### config.mk
export PLATFORM = sky130hd
export DESIGN_NAME = midi_uart_port
export DESIGN_NICKNAME = d
export VERILOG_FILES = /design/src/rtl/midi_uart_port.sv
export SDC_FILE = /design/constraint.sdc
export NUM_CORES = 1
export LEC_CHECK = 0
export BUFFER_PORTS_ARGS = -buffer_cell sky130_fd_sc_hd__buf_2
export CAP_MARGIN = 40
export CELL_PAD_IN_SITES_DETAIL_PLACEMENT = 1
export CELL_PAD_IN_SITES_GLOBAL_PLACEMENT = 2
export CORE_UTILIZATION = 35
export DETAILED_ROUTE_END_ITERATION = 16
export PLACE_DENSITY = 0.76
export SYNTH_ARGS = -nofsm -noshare
export SYNTH_HDL_FRONTEND = slang
export SYNTH_SLANG_ARGS = --single-unit
export TNS_END_PERCENT = 20
### constraint.sdc
create_clock -name clk -period 6.1 [get_ports clk]
set_input_delay 0.305 -clock clk [delete_from_list [all_inputs] [get_ports clk]]
set_output_delay 0.305 -clock clk [all_outputs]
set_load 0.05 [all_outputs]
### src/rtl/midi_uart_port.sv
module midi_uart_port #(
  parameter int RX_DEPTH = 4,
  parameter logic [7:0] CMD_RESET = 8'hFF,
  parameter logic [7:0] CMD_UART = 8'h3F,
  parameter logic [7:0] ACK_BYTE = 8'hFE
) (
  input  logic       clk,
  input  logic       rst_n,
  input  logic       host_sel,
  input  logic       host_wr,
  input  logic       host_addr,
  input  logic [7:0] host_wdata,
  output logic [7:0] host_rdata,
  output logic [7:0] tx_byte,
  output logic       tx_valid,
  input  logic       tx_ready,
  input  logic [7:0] rx_byte,
  input  logic       rx_valid,
  output logic       rx_ready,
  input  logic [1:0] irq_en,
  output logic       irq_tx_empty,
  output logic       irq_rx_avail
);
  localparam int PW = (RX_DEPTH > 2) ? $clog2(RX_DEPTH) : 1;
  localparam int CW = $clog2(RX_DEPTH + 1);
  localparam logic [CW-1:0] FULL_CNT = CW'(RX_DEPTH);
  localparam logic [CW-1:0] READY_MAX = CW'(RX_DEPTH - 2);

  function automatic logic [PW-1:0] adv(input logic [PW-1:0] p, input int n);
    int s;
    s = int'(p) + n;
    if (s >= RX_DEPTH) s = s - RX_DEPTH;
    return PW'(s);
  endfunction

  logic [7:0]    q [RX_DEPTH];
  logic [PW-1:0] wp, rp;
  logic [CW-1:0] cnt;
  logic          uart_on, tx_full;
  logic [7:0]    tx_hold;

  wire wr_data = host_sel & host_wr & ~host_addr;
  wire wr_cmd  = host_sel & host_wr & host_addr;
  wire rd_data = host_sel & ~host_wr & ~host_addr;
  wire q_empty = (cnt == '0);
  wire cmd_ok  = wr_cmd & ~tx_full;
  wire is_rst  = cmd_ok & (host_wdata == CMD_RESET);
  wire is_uart = cmd_ok & (host_wdata == CMD_UART);
  wire ack     = is_rst | (is_uart & (cnt != FULL_CNT));
  wire pop     = rd_data & ~q_empty;
  wire rx_take = rx_valid & rx_ready;

  wire [PW-1:0] wbase = is_rst ? '0 : wp;
  wire [CW-1:0] cbase = is_rst ? '0 : cnt;
  wire [PW-1:0] rx_slot = ack ? adv(wbase, 1) : wbase;

  assign rx_ready     = (cnt <= READY_MAX);
  assign tx_byte      = tx_hold;
  assign tx_valid     = tx_full;
  assign irq_tx_empty = irq_en[1] & ~tx_full;
  assign irq_rx_avail = irq_en[0] & ~q_empty;
  assign host_rdata   = host_addr ? {q_empty, tx_full, 6'b0}
                                  : (q_empty ? 8'hFF : q[rp]);

  always_ff @(posedge clk) begin
    if (ack) q[wbase] <= ACK_BYTE;
    if (rx_take) q[rx_slot] <= rx_byte;
  end

  always_ff @(posedge clk or negedge rst_n) begin
    if (!rst_n) begin
      wp <= '0;
      rp <= '0;
      cnt <= '0;
    end else begin
      wp  <= adv(wbase, int'(ack) + int'(rx_take));
      rp  <= is_rst ? '0 : (pop ? adv(rp, 1) : rp);
      cnt <= cbase + CW'(ack) + CW'(rx_take) - CW'(pop);
    end
  end

  always_ff @(posedge clk or negedge rst_n) begin
    if (!rst_n) uart_on <= 1'b0;
    else if (is_rst) uart_on <= 1'b0;
    else if (is_uart) uart_on <= 1'b1;
  end

  always_ff @(posedge clk or negedge rst_n) begin
    if (!rst_n) begin
      tx_full <= 1'b0;
      tx_hold <= '0;
    end else if (tx_full) begin
      if (tx_ready) tx_full <= 1'b0;
    end else if (wr_data & uart_on) begin
      tx_full <= 1'b1;
      tx_hold <= host_wdata;
    end
  end
endmodule


Word-level counts from Yosys, hierarchy flattened
Memory sizes are Yosys's and may differ from the RTL's.
Index checks and enable logic that the tools add are counted.
- multiplexer cells: 19
- reductions and logical operators: 4
- bitwise gates (word level): 19
- magnitude comparators: 4
- equality and inequality tests: 3
- add/subtract/negate cells: 10
- operators by type and width (kind ; count):
    two-way mux 8 bit ; 2
    AND 1 bit ; 14
    two-way mux 2 bit ; 7
    greater-or-equal comparator 3 bit, second input constant ; 3
    two-way mux 1 bit ; 9
    == test 8 x 6 -> 1 bit, second input constant ; 1
    == test 8 bit, second input constant ; 1
    adder 2 x 1 -> 3 bit, second input constant ; 2
    adder 3 x 1 -> 3 bit ; 2
    subtractor 2 x 1 -> 2 bit, second input constant ; 3
    inverter 1 bit ; 4
    nonzero test 2 bit ; 2
    adder 2 x 2 -> 3 bit ; 1
    <= comparator 3 x 2 -> 1 bit, second input constant ; 1
    zero test 3 bit ; 1
    two-way mux 3 bit ; 1
    inequality test 3 bit, second input constant ; 1
    subtractor 3 x 1 -> 3 bit ; 1
    adder 1 x 1 -> 2 bit ; 1
    AND reduction 2 bit ; 1
    bitwise OR 1 bit ; 1
- register bits after elaboration: 17
- memories kept: 1
- memory bits (writable): 32
- input port bits: 25
- output and inout bits: 20
- memories (name ; depth ; width ; rd ports ; clocked after memory_dff ; write ports ; RTL line ; source):
    q ; 4 ; 8 ; 1 ; 0 ; 2 ; 36 ; logic [7:0] q [RX_DEPTH];

Logic depth before layout (Yosys ltp)
Gate-level depths: netlist (run 1).
- depth after elaboration: 10
- depth in mapped cells: 11

Least setup slack after synthesis (run 1)
No wires, ideal clock.
- path type: register -> register
- start point: register tx_full, in the netlist tx_valid
- end point: memory q[0][0], enable pin
- required time: 5725 ps
- path buffers: 0
- library setup time: 375 ps
- arrival time: 3039 ps
- slack: 2686 ps
- clock period less this slack: 3414 ps
- cell stages (with the launch flop): 9
- cell sequence: dfrtp_1 nand2b_1 nor3_2 nand3_1 and2_1 ha_1 nand3b_1 a211oi_2 o21bai_1
- RTL lines (element ; RTL line ; source):
    from (decl) ; 39 ; logic uart_on, tx_full;
    from (signal assigned) ; 90 ; tx_full <= 1'b0;
    from (signal assigned) ; 93 ; if (tx_ready) tx_full <= 1'b0;
    from (signal assigned) ; 95 ; tx_full <= 1'b1;
    to (decl) ; 36 ;

==> results of run 1 <==
cells in the mapped netlist, drive strengths merged:
cell    count
nand4       4
mux2        8
o21bai     31
nor2       16
edfxtp     32
nand3       2
nor4        3
dfrtp      17
or2         1
inv         9
nand2       6
nand3b      1
a21oi       6
and3b       1
nor3        4
o21ai       6
o21a        5
nand2b      3
o211a       1
or3         1
buf         4
nor2b       2
nor3b       1
xnor2       5
fa          3
clkbuf      2
a21o        2
nor4b       1
ha          6
and2        2
a211oi      2
mux4        8
a31oi       2
worst min-delay path by stage:
| stage | endpoint | slack (ns) | depth (start not counted) |
|---|---|---|---|
| 2_1_floorplan | cnt[0]$_DFF_PN0_ | 0.009 | 0 |
| 3_3_place_gp | cnt[2]$_DFF_PN0_ | 0.24 | 1 |
| 3_5_place_dp | tx_byte[6]$_DFFE_PN0P_ | 0.25 | 1 |
| 4_1_cts | tx_valid$_DFF_PN0_ | 0.16 | 2 |
| 5_1_grt | tx_valid$_DFF_PN0_ | 0.16 | 2 |
| 6_report | tx_valid$_DFF_PN0_ | 0.17 | 2 |
cells in the final DEF (no fill, tap or decap), types with 3 or more instances in the layout:
master / n
dfrtp_1: 17
ha_1: 6
o21a_1: 5
mux4_2: 8
xnor2_1: 5
edfxtp_1: 32
mux2_2: 8
nand2_1: 6
buf_2: 44
fa_1: 3
nor4_4: 3
o21bai_1: 31
buf_4: 4
o21ai_0: 4
a21oi_1: 5
nand2b_1: 3
nand4_1: 3
nor2_1: 16
inv_1: 9
clkbuf_8: 5
power breakdown:
part           switching (µW)  total (µW)  internal (µW)
clock network             116         197           81.5
registers                59.3         471            412
logic                     300         479            179
repair_timing:
action | CTS | global route
hold endpoints to repair | 17 | 0
hold buffers | 1 | 0
resized for setup | 0 | 0
flip-flops by register name, summed over array words and instances, names as in the netlist:
name and count:
cnt 3, q 32, rp 2, tx_byte 8, tx_valid 1, uart_on 1, wp 2
per-stage QoR:
step	area, µm²	setup WS, ns	std cells	hold WS [ns]
final	3060	2.40	347	0.167
after global routing	3060	2.12	347	0.157
after CTS	3060	2.36	347	0.156
after detailed placement	2960	2.34	338	0.252
after global placement	2940	2.13	335	0.242
after floorplan	2630	2.69	197	0.00941
final cells by class:
cell class | instances | area [µm²] | area share, %
inverter | 9 | 33.8 | 1.10
clock inverter | 3 | 21.3 | 0.695
multi-input combinational | 133 | 1170 | 38.1
timing repair buffer | 49 | 260 | 8.50
clock buffer | 5 | 68.8 | 2.25
tap | 99 | 124 | 4.05
sequential | 49 | 1390 | 45.3
metal layers:
layer	vias up	share of wire [%]	wire, µm
met4	0	1.6	94
li1	834	-	-
met3	7	3.4	201
met2	28	49	2910
met5	-	0	0
met1	881	46	2680
worst reg2reg max path: cells and delay by family, from the launching register on:
family	cells	cell delay, ns
AOI/OAI and AO/OA	2	0.92
adders and majority gates	1	0.36
buffers and inverters	1	0.21
DFF	1	0.42
and+or+nand+nor	5	1.51
cell families after synthesis:
family,share of synthesized area [%]
AND/OR/NAND/NOR,12.2
AO/OA/AOI/OAI,15.1
flip-flops,52.8
adder cells (fa/ha/maj),5.14
multiplexers,10.3
buffers and inverters,2.81
XOR/XNOR,1.67
==> impl_metrics.yaml, run 1 <==
setup_path:
  cp_num_cells: 9
  start_kind: "flip-flop"
  critical_path_required_ns: 6.13
  critPathTopFamily: "simple AND/OR/NAND/NOR gates"
  max_stage_delay_ns: 0.70
  worstPathCellList: "nand2b_1 > nor3_2 > nand3_1 > and2_1 > ha_1 > nand3b_1 > a211oi_2 > o21bai_1 > buf_4"
  r2r_cells: 9
  critPathCaptureType: "flip-flop"
  timing.rr.start: "tx_valid$_DFF_PN0_"
  arrival_ns: 3.73
  cp-startpoint: "tx_valid$_DFF_PN0_"
  crit_fanout: 9
  cp_slowest_cell: "a211oi_2"
  r2r-end: "q[0][7]$_SDFFCE_PN1P_"
  r2r_slack_ns: 2.40
  critPathKind: "reg2reg"
  path_buf_inv: 1
  worst_setup_path_endpoint: "q[0][7]$_SDFFCE_PN1P_"
placed_design:
  buffer_ports.inserted: 44
  place_congestion: 0.763
  dpl.hpwl_um: 4480
grt:
  antenna_found_initial: 0
  track_usage_pct: 16.7
  grtUsageMet2_pct: 28.3
  grt_pass1_wl_um: 9500
  grt_overflow: 0
  grt_pass1_vias: 1832
  grt_max_degree: 18
  use_met1_pct: 21.6
  busiest_layer: "met2"
  grt_use_met3_pct: 2.89
floorplan:
  io_pins: 45
  fp.dieW_um: 88.6
  initial_core_util_pct: 36.2
  core-area_um2: 7250
  dieHeight_um: 88.6
  fp-row-count: 31
  die-area_um2: 7860
logic_synthesis:
  syn_area_per_cell_um2: 13.3
  ys_seq_elements: 49
  synth_cell_types: 39
  synth_nets: 231
  yosys.area.top_type: "edfxtp_1"
  yosys-top-cells-area: "edfxtp_1 (37%), dfrtp_1 (16%), o21bai_1 (8.9%)"
  ys_warn_count: 0
  synth_top_area_share_pct: 36.6
  yosysSeqAreaShare_pct: 52.8
  synthCells: 197
  netlist_area_um2: 2630
pwr:
  peakVddDrop_uv: 146
  p_leak_uw: 0.00133
  power-per-cell-area_nw_per_um2: 375
  p_total_uw: 1150
sta:
  timing.final.crit_share_pct: 60.6
  slew_headroom_pct: 51.0
  setup-tns-final_ns: 0
  setup_viol: 0
  rsz0062_at_grt: "no"
  hold_viol_final: 0
  worst_clock_skew_ns: 0.00933
  min_period_ns: 3.70
  drv_slew: 0
  tightest_slew_ns: 0.733
  fmax_mhz: 270
cts:
  ctsLongestPathBuffers: 2
  clk_latency_ns: 0.31
  cts_tree: "built"
  path_clk_slew_ns: 0.10
  ctsRootBufferMaster: "clkbuf_8"
  htreeDepth: 2
  cts_buffers: 5
  cts_setup_buffers: 0
  clock-sinks: 49
drt:
  drc: 0
  drt_first_pass_iters: 4
  drt-initial-drc-count: 39
  wl_per_cell_um: 17.0
  num_vias: 1750
  drt_wl_total_um: 5890
  ant_nets: 0
  vias_per_cell: 5.04
final_layout:
  drive_above_1_share_pct: 33.1
  n_fill_cell: 807
  areaGrowthSynthToFinish_pct: 16.5
  diodes: 0
  post-route-util_pct: 42.2
  layout.nets: 281
status:
  outcome: "completed"
worst_hold_path:
  hold_class: "in2reg"
  min-delay-start: "tx_ready"
run:
  maxCapViolCount: 0
No activity file was read; power rests on OpenSTA's default activity.
==> inputs of run 2 (changes only) <==
Settings changed: CORE_UTILIZATION 35 to 34, PLACE_DENSITY 0.76 to 0.77.
Clock period 6.1 ns to 3.1 ns, I/O delays scaled along.
==> impl_metrics.yaml, run 2 (synthesis results as in run 1) <==
status:
  outcome: "completed"
floorplan:
  initial_core_util_pct: 35.7
  io_pins: 45
  die-area_um2: 8080
  core-area_um2: 7370
  fp.dieW_um: 89.9
  fp-row-count: 31
  dieHeight_um: 89.9
run:
  maxCapViolCount: 0
pwr:
  p_leak_uw: 0.00140
  switching_share_pct: 41.4
  peakVddDrop_uv: 394
  p_comb_share_pct: 43.8
  internal-power_uw: 1370
  pwr-share-clk_pct: 16.5
  p_seq_share_pct: 39.7
  power-per-cell-area_nw_per_um2: 735
  p_switching_uw: 970
sta:
  tightest_slew_ns: 0.599
  fmax_mhz: 347
  timing.final.crit_share_pct: 92.8
  min_period_ns: 2.88
  drv_slew: 0
  worst_clock_skew_ns: 0.00700
  setup-tns-final_ns: 0
  setup_viol: 0
  fin_ws_ns: 0.222
  rsz0062_at_grt: "no"
  hold_viol_final: 0
  slew_headroom_pct: 60.1
grt:
  grt_pass1_wl_um: 10600
  track_usage_pct: 17.2
  grt_overflow: 0
  grt_pass1_vias: 1981
  grt_max_degree: 18
  antenna_found_initial: 0
drt:
  ant_nets: 0
  wl_met2_um: 3270
  top_layer_used: "met4"
  vias_per_cell: 5.08
  wl_met3_um: 141
  wl_per_cell_um: 17.8
  drc: 0
  num_vias: 1817
  drt_first_pass_iters: 4
  drt_wl_total_um: 6380
  drt-initial-drc-count: 90
  wl_met1_um: 2870
cts:
  clock-sinks: 49
  path_clk_slew_ns: 0.10
  cts_tree: "built"
  ctsRootBufferMaster: "clkbuf_8"
  cts_buffers: 5
  clk_latency_ns: 0.31
  htreeDepth: 2
  ctsLongestPathBuffers: 2
final_layout:
  diodes: 0
  layout.nets: 292
  largest_reg_flops: 32
  drive_above_1_share_pct: 37.5
  mostFrequentLayoutCell: "buf_2"
  regMostFlops: "q"
  areaGrowthSynthToFinish_pct: 21.2
  layout_common_cells: "buf_2 (44), edfxtp_1 (32), o21bai_1 (28), nor2_1 (16), dfrtp_1 (16)"
  stdcell_area_um2: 3190
setup_path:
  start_kind: "flip-flop"
  crit_fanout: 6
  critPathCaptureType: "flip-flop"
  arrival_ns: 2.94
  critPathKind: "reg2reg"
  critical_path_required_ns: 3.17
placed_design:
  dpl.hpwl_um: 4710
  pre_cts_ws_ns: 0.146
  place_congestion: 0.785
  buffer_ports.inserted: 44
  dpl_cell_area_um2: 3070
worst_hold_path:
  hold_class: "in2reg"
## run 2: changes by cell type in the layout (fill, tap and decap cells not counted), sizes merged
cell,change
buf,+11
## run 2: worst max-delay path, cell delays in order, from the launching register on
cell	delay [ns]
dfrtp_2	0.44
nand2b_1	0.21
nor3_4	0.21
nand3_1	0.16
and2_1	0.25
ha_1	0.36
nand3b_1	0.37
nor4_4	0.37
buf_4	0.21
o21bai_1	0.08
## run 2: worst paths after layout
check                                       startpoint                     end  slack, ns  cells past startpoint
worst max-delay path                tx_valid$_DFF_PN0_   q[0][3]$_SDFFCE_PN1P_       0.22                      9
worst min-delay path                          tx_ready      tx_valid$_DFF_PN0_       0.03                      2
worst max register to register      tx_valid$_DFF_PN0_   q[0][3]$_SDFFCE_PN1P_       0.22                      9
worst min register to register  tx_byte[7]$_DFFE_PN0P_  tx_byte[7]$_DFFE_PN0P_       0.51                      1
max in group asynchronous                        rst_n      tx_valid$_DFF_PN0_       2.50                      2
min in group asynchronous                        rst_n  tx_byte[4]$_DFFE_PN0P_       0.30                      2
## run 2: area by class of cell
type | count | area (µm²)
inverter | 9 | 33.8
timing repair buffer | 60 | 343
tap | 99 | 124
clock inverter | 3 | 21.3
fill | 817 | 4180
clock buffer | 5 | 68.8
sequential | 49 | 1390
multi-input combinational | 133 | 1210
## run 2: repair_timing
item,4_1_cts,5_1_grt
buffers inserted,0,2
endpoints found under the setup margin,0,7
gates resized for setup,0,0
hold endpoints to repair,17,0
hold buffers,1,0
## run 2: metal layers
| layer | track usage [%] | vias up |
|---|---|---|
| met4 | 6.05 | 0 |
| li1 | - | 855 |
| met5 | 0 | - |
| met1 | 22.0 | 927 |
| met3 | 2.54 | 9 |
| met2 | 29.8 | 26 |
## run 2: power groups by stage
| stage | combinational (µW) | sequential [µW] | clock, µW |
|---|---|---|---|
| final | 1030 | 930 | 387 |
| after CTS | 1040 | 937 | 395 |
| after floorplan | 808 | 872 | 0 |
| after detailed placement | 1040 | 952 | 0 |
| after global placement | 1020 | 946 | 0 |
| after global routing | 1130 | 952 | 418 |
## run 2: through the flow
stage / cells / hold slack [ns] / total power, µW / utilization (%)
4_1_cts: 356 / 0.0235 / 2370 / 43.0
6_report: 358 / 0.0327 / 2340 / 43.2
2_1_floorplan: 197 / -0.141 / 1680 / -
3_3_place_gp: 347 / 0.0914 / 1960 / 41.7
3_5_place_dp: 347 / 0.101 / 1990 / 41.7
5_1_grt: 358 / 0.0285 / 2490 / 43.2
==> inputs of run 3 (changes only) <==
Settings changed: CORE_UTILIZATION 34 to 35, PLACE_DENSITY 0.77 to 0.76.
Clock period 3.1 ns to 2.8 ns, I/O delays scaled along.
==> impl_metrics.yaml, run 3 (synthesis results as in run 1) <==
status:
  outcome: "completed"
drt:
  drt-initial-drc-count: 49
  ant_nets: 0
  wl_per_cell_um: 17.0
  drt_wl_total_um: 6060
  num_vias: 1765
  drt_first_pass_iters: 6
  vias_per_cell: 4.94
  drc: 0
cts:
  htreeDepth: 2
  cts_setup_buffers: 0
  cts_buffers: 5
  clk_latency_ns: 0.31
  cts_tree: "built"
  ctsRootBufferMaster: "clkbuf_8"
  clock-sinks: 49
  ctsLongestPathBuffers: 2
  path_clk_slew_ns: 0.09
grt:
  grt_max_degree: 18
  antenna_found_initial: 0
  track_usage_pct: 17.1
  grt_pass1_vias: 1836
  grt_overflow: 0
  grt_pass1_wl_um: 9700
sta:
  setup_viol: 0
  drv_slew: 0
  slew_headroom_pct: 59.9
  timing.final.crit_share_pct: 93.8
  hold_viol_final: 0
  worst_clock_skew_ns: 0.00817
  tightest_slew_ns: 0.601
  whs_ns: 0.0197
  fmax_mhz: 381
  rsz0062_at_grt: "yes"
  min_period_ns: 2.63
  fin_ws_ns: 0.173
final_layout:
  mostFrequentLayoutCell: "buf_2"
  seq_area_um2: 1390
  layout_common_cells: "buf_2 (44), edfxtp_1 (32), o21bai_1 (28), nor2_1 (16), dfrtp_1 (16)"
  largest_reg_flops: 32
  multi_input_area_um2: 1260
  layout.nets: 291
  diodes: 0
  final-instance-count-excl-fill: 357
  n_fill_cell: 807
  areaGrowthSynthToFinish_pct: 23.0
  regMostFlops: "q"
  drive_above_1_share_pct: 41.5
  post-route-util_pct: 44.6
worst_hold_path:
  hold_class: "in2reg"
setup_path:
  start_kind: "flip-flop"
  critical_path_required_ns: 2.84
  crit_fanout: 8
  critPathKind: "reg2reg"
  critPathCaptureType: "flip-flop"
  arrival_ns: 2.67
floorplan:
  fp.dieW_um: 88.6
  fp-row-count: 31
  initial_core_util_pct: 36.2
  dieHeight_um: 88.6
  core-area_um2: 7250
  io_pins: 45
  die-area_um2: 7860
run:
  maxCapViolCount: 0
placed_design:
  dpl.hpwl_um: 4620
  buffer_ports.inserted: 44
  place_congestion: 0.735
  pre_cts_ws_ns: 0.102
  dp.cells: 348
pwr:
  peakVddDrop_uv: 580
  power-per-cell-area_nw_per_um2: 812
  p_leak_uw: 0.00140
## run 3: routing by layer
metal / wire length [µm] / global-route usage [%]
met1: 2830 / 23.2
met2: 3030 / 28.3
met3: 113 / 2.52
met4: 84 / 5.28
met5: 0 / 0
## run 3: final timing paths
check | startpoint | to | slack [ns] | cells past startpoint
setup / recovery | tx_valid$_DFF_PN0_ | q[1][2]$_SDFFCE_PN1P_ | 0.17 | 8
hold / removal | tx_ready | tx_valid$_DFF_PN0_ | 0.02 | 2
setup reg to reg | tx_valid$_DFF_PN0_ | q[1][2]$_SDFFCE_PN1P_ | 0.17 | 8
hold reg to reg | tx_byte[6]$_DFFE_PN0P_ | tx_byte[6]$_DFFE_PN0P_ | 0.51 | 1
max in group asynchronous | rst_n | tx_valid$_DFF_PN0_ | 2.21 | 2
min in group asynchronous | rst_n | wp[1]$_DFF_PN0_ | 0.29 | 2
## run 3: power by group
group          total, µW  internal [µW]  switching (µW)
clock                423            178             246
sequential          1030            897             137
combinational       1170            466             702
## run 3: critical path: stages (launching register included)
cell and delay (ns):
dfrtp_2 0.44, nand2b_4 0.16, or3_1 0.42, o21ai_2 0.17, inv_1 0.10, ha_4 0.32
inv_4 0.06, nor4_4 0.57, o21bai_1 0.13
## run 3: repair_timing
item | 4_1_cts | 5_1_grt
hold buffers | 1 | 0
setup endpoints to repair | 0 | 20
endpoints found under the hold margin | 17 | 0
gates resized for setup | 0 | 3
## run 3: area by class of cell
| cell class | count | area share [%] |
|---|---|---|
| Timing Repair Buffer | 59 | 10.4 |
| Inverter | 9 | 1.12 |
| Sequential cell | 49 | 42.9 |
| Clock inverter | 3 | 0.658 |
| Multi-Input combinational cell | 133 | 39.0 |
| Tap cell | 99 | 3.83 |
| Clock buffer | 5 | 2.13 |
## run 3: stage by stage
step	area [µm²]	total power, µW	TNS, ns
finish	3230	2620	0
global route	3230	2790	-0.0448
CTS	3220	2650	0
detailed placement	3120	2220	0
global placement	3120	2200	0
floorplan	2720	1910	-0.252
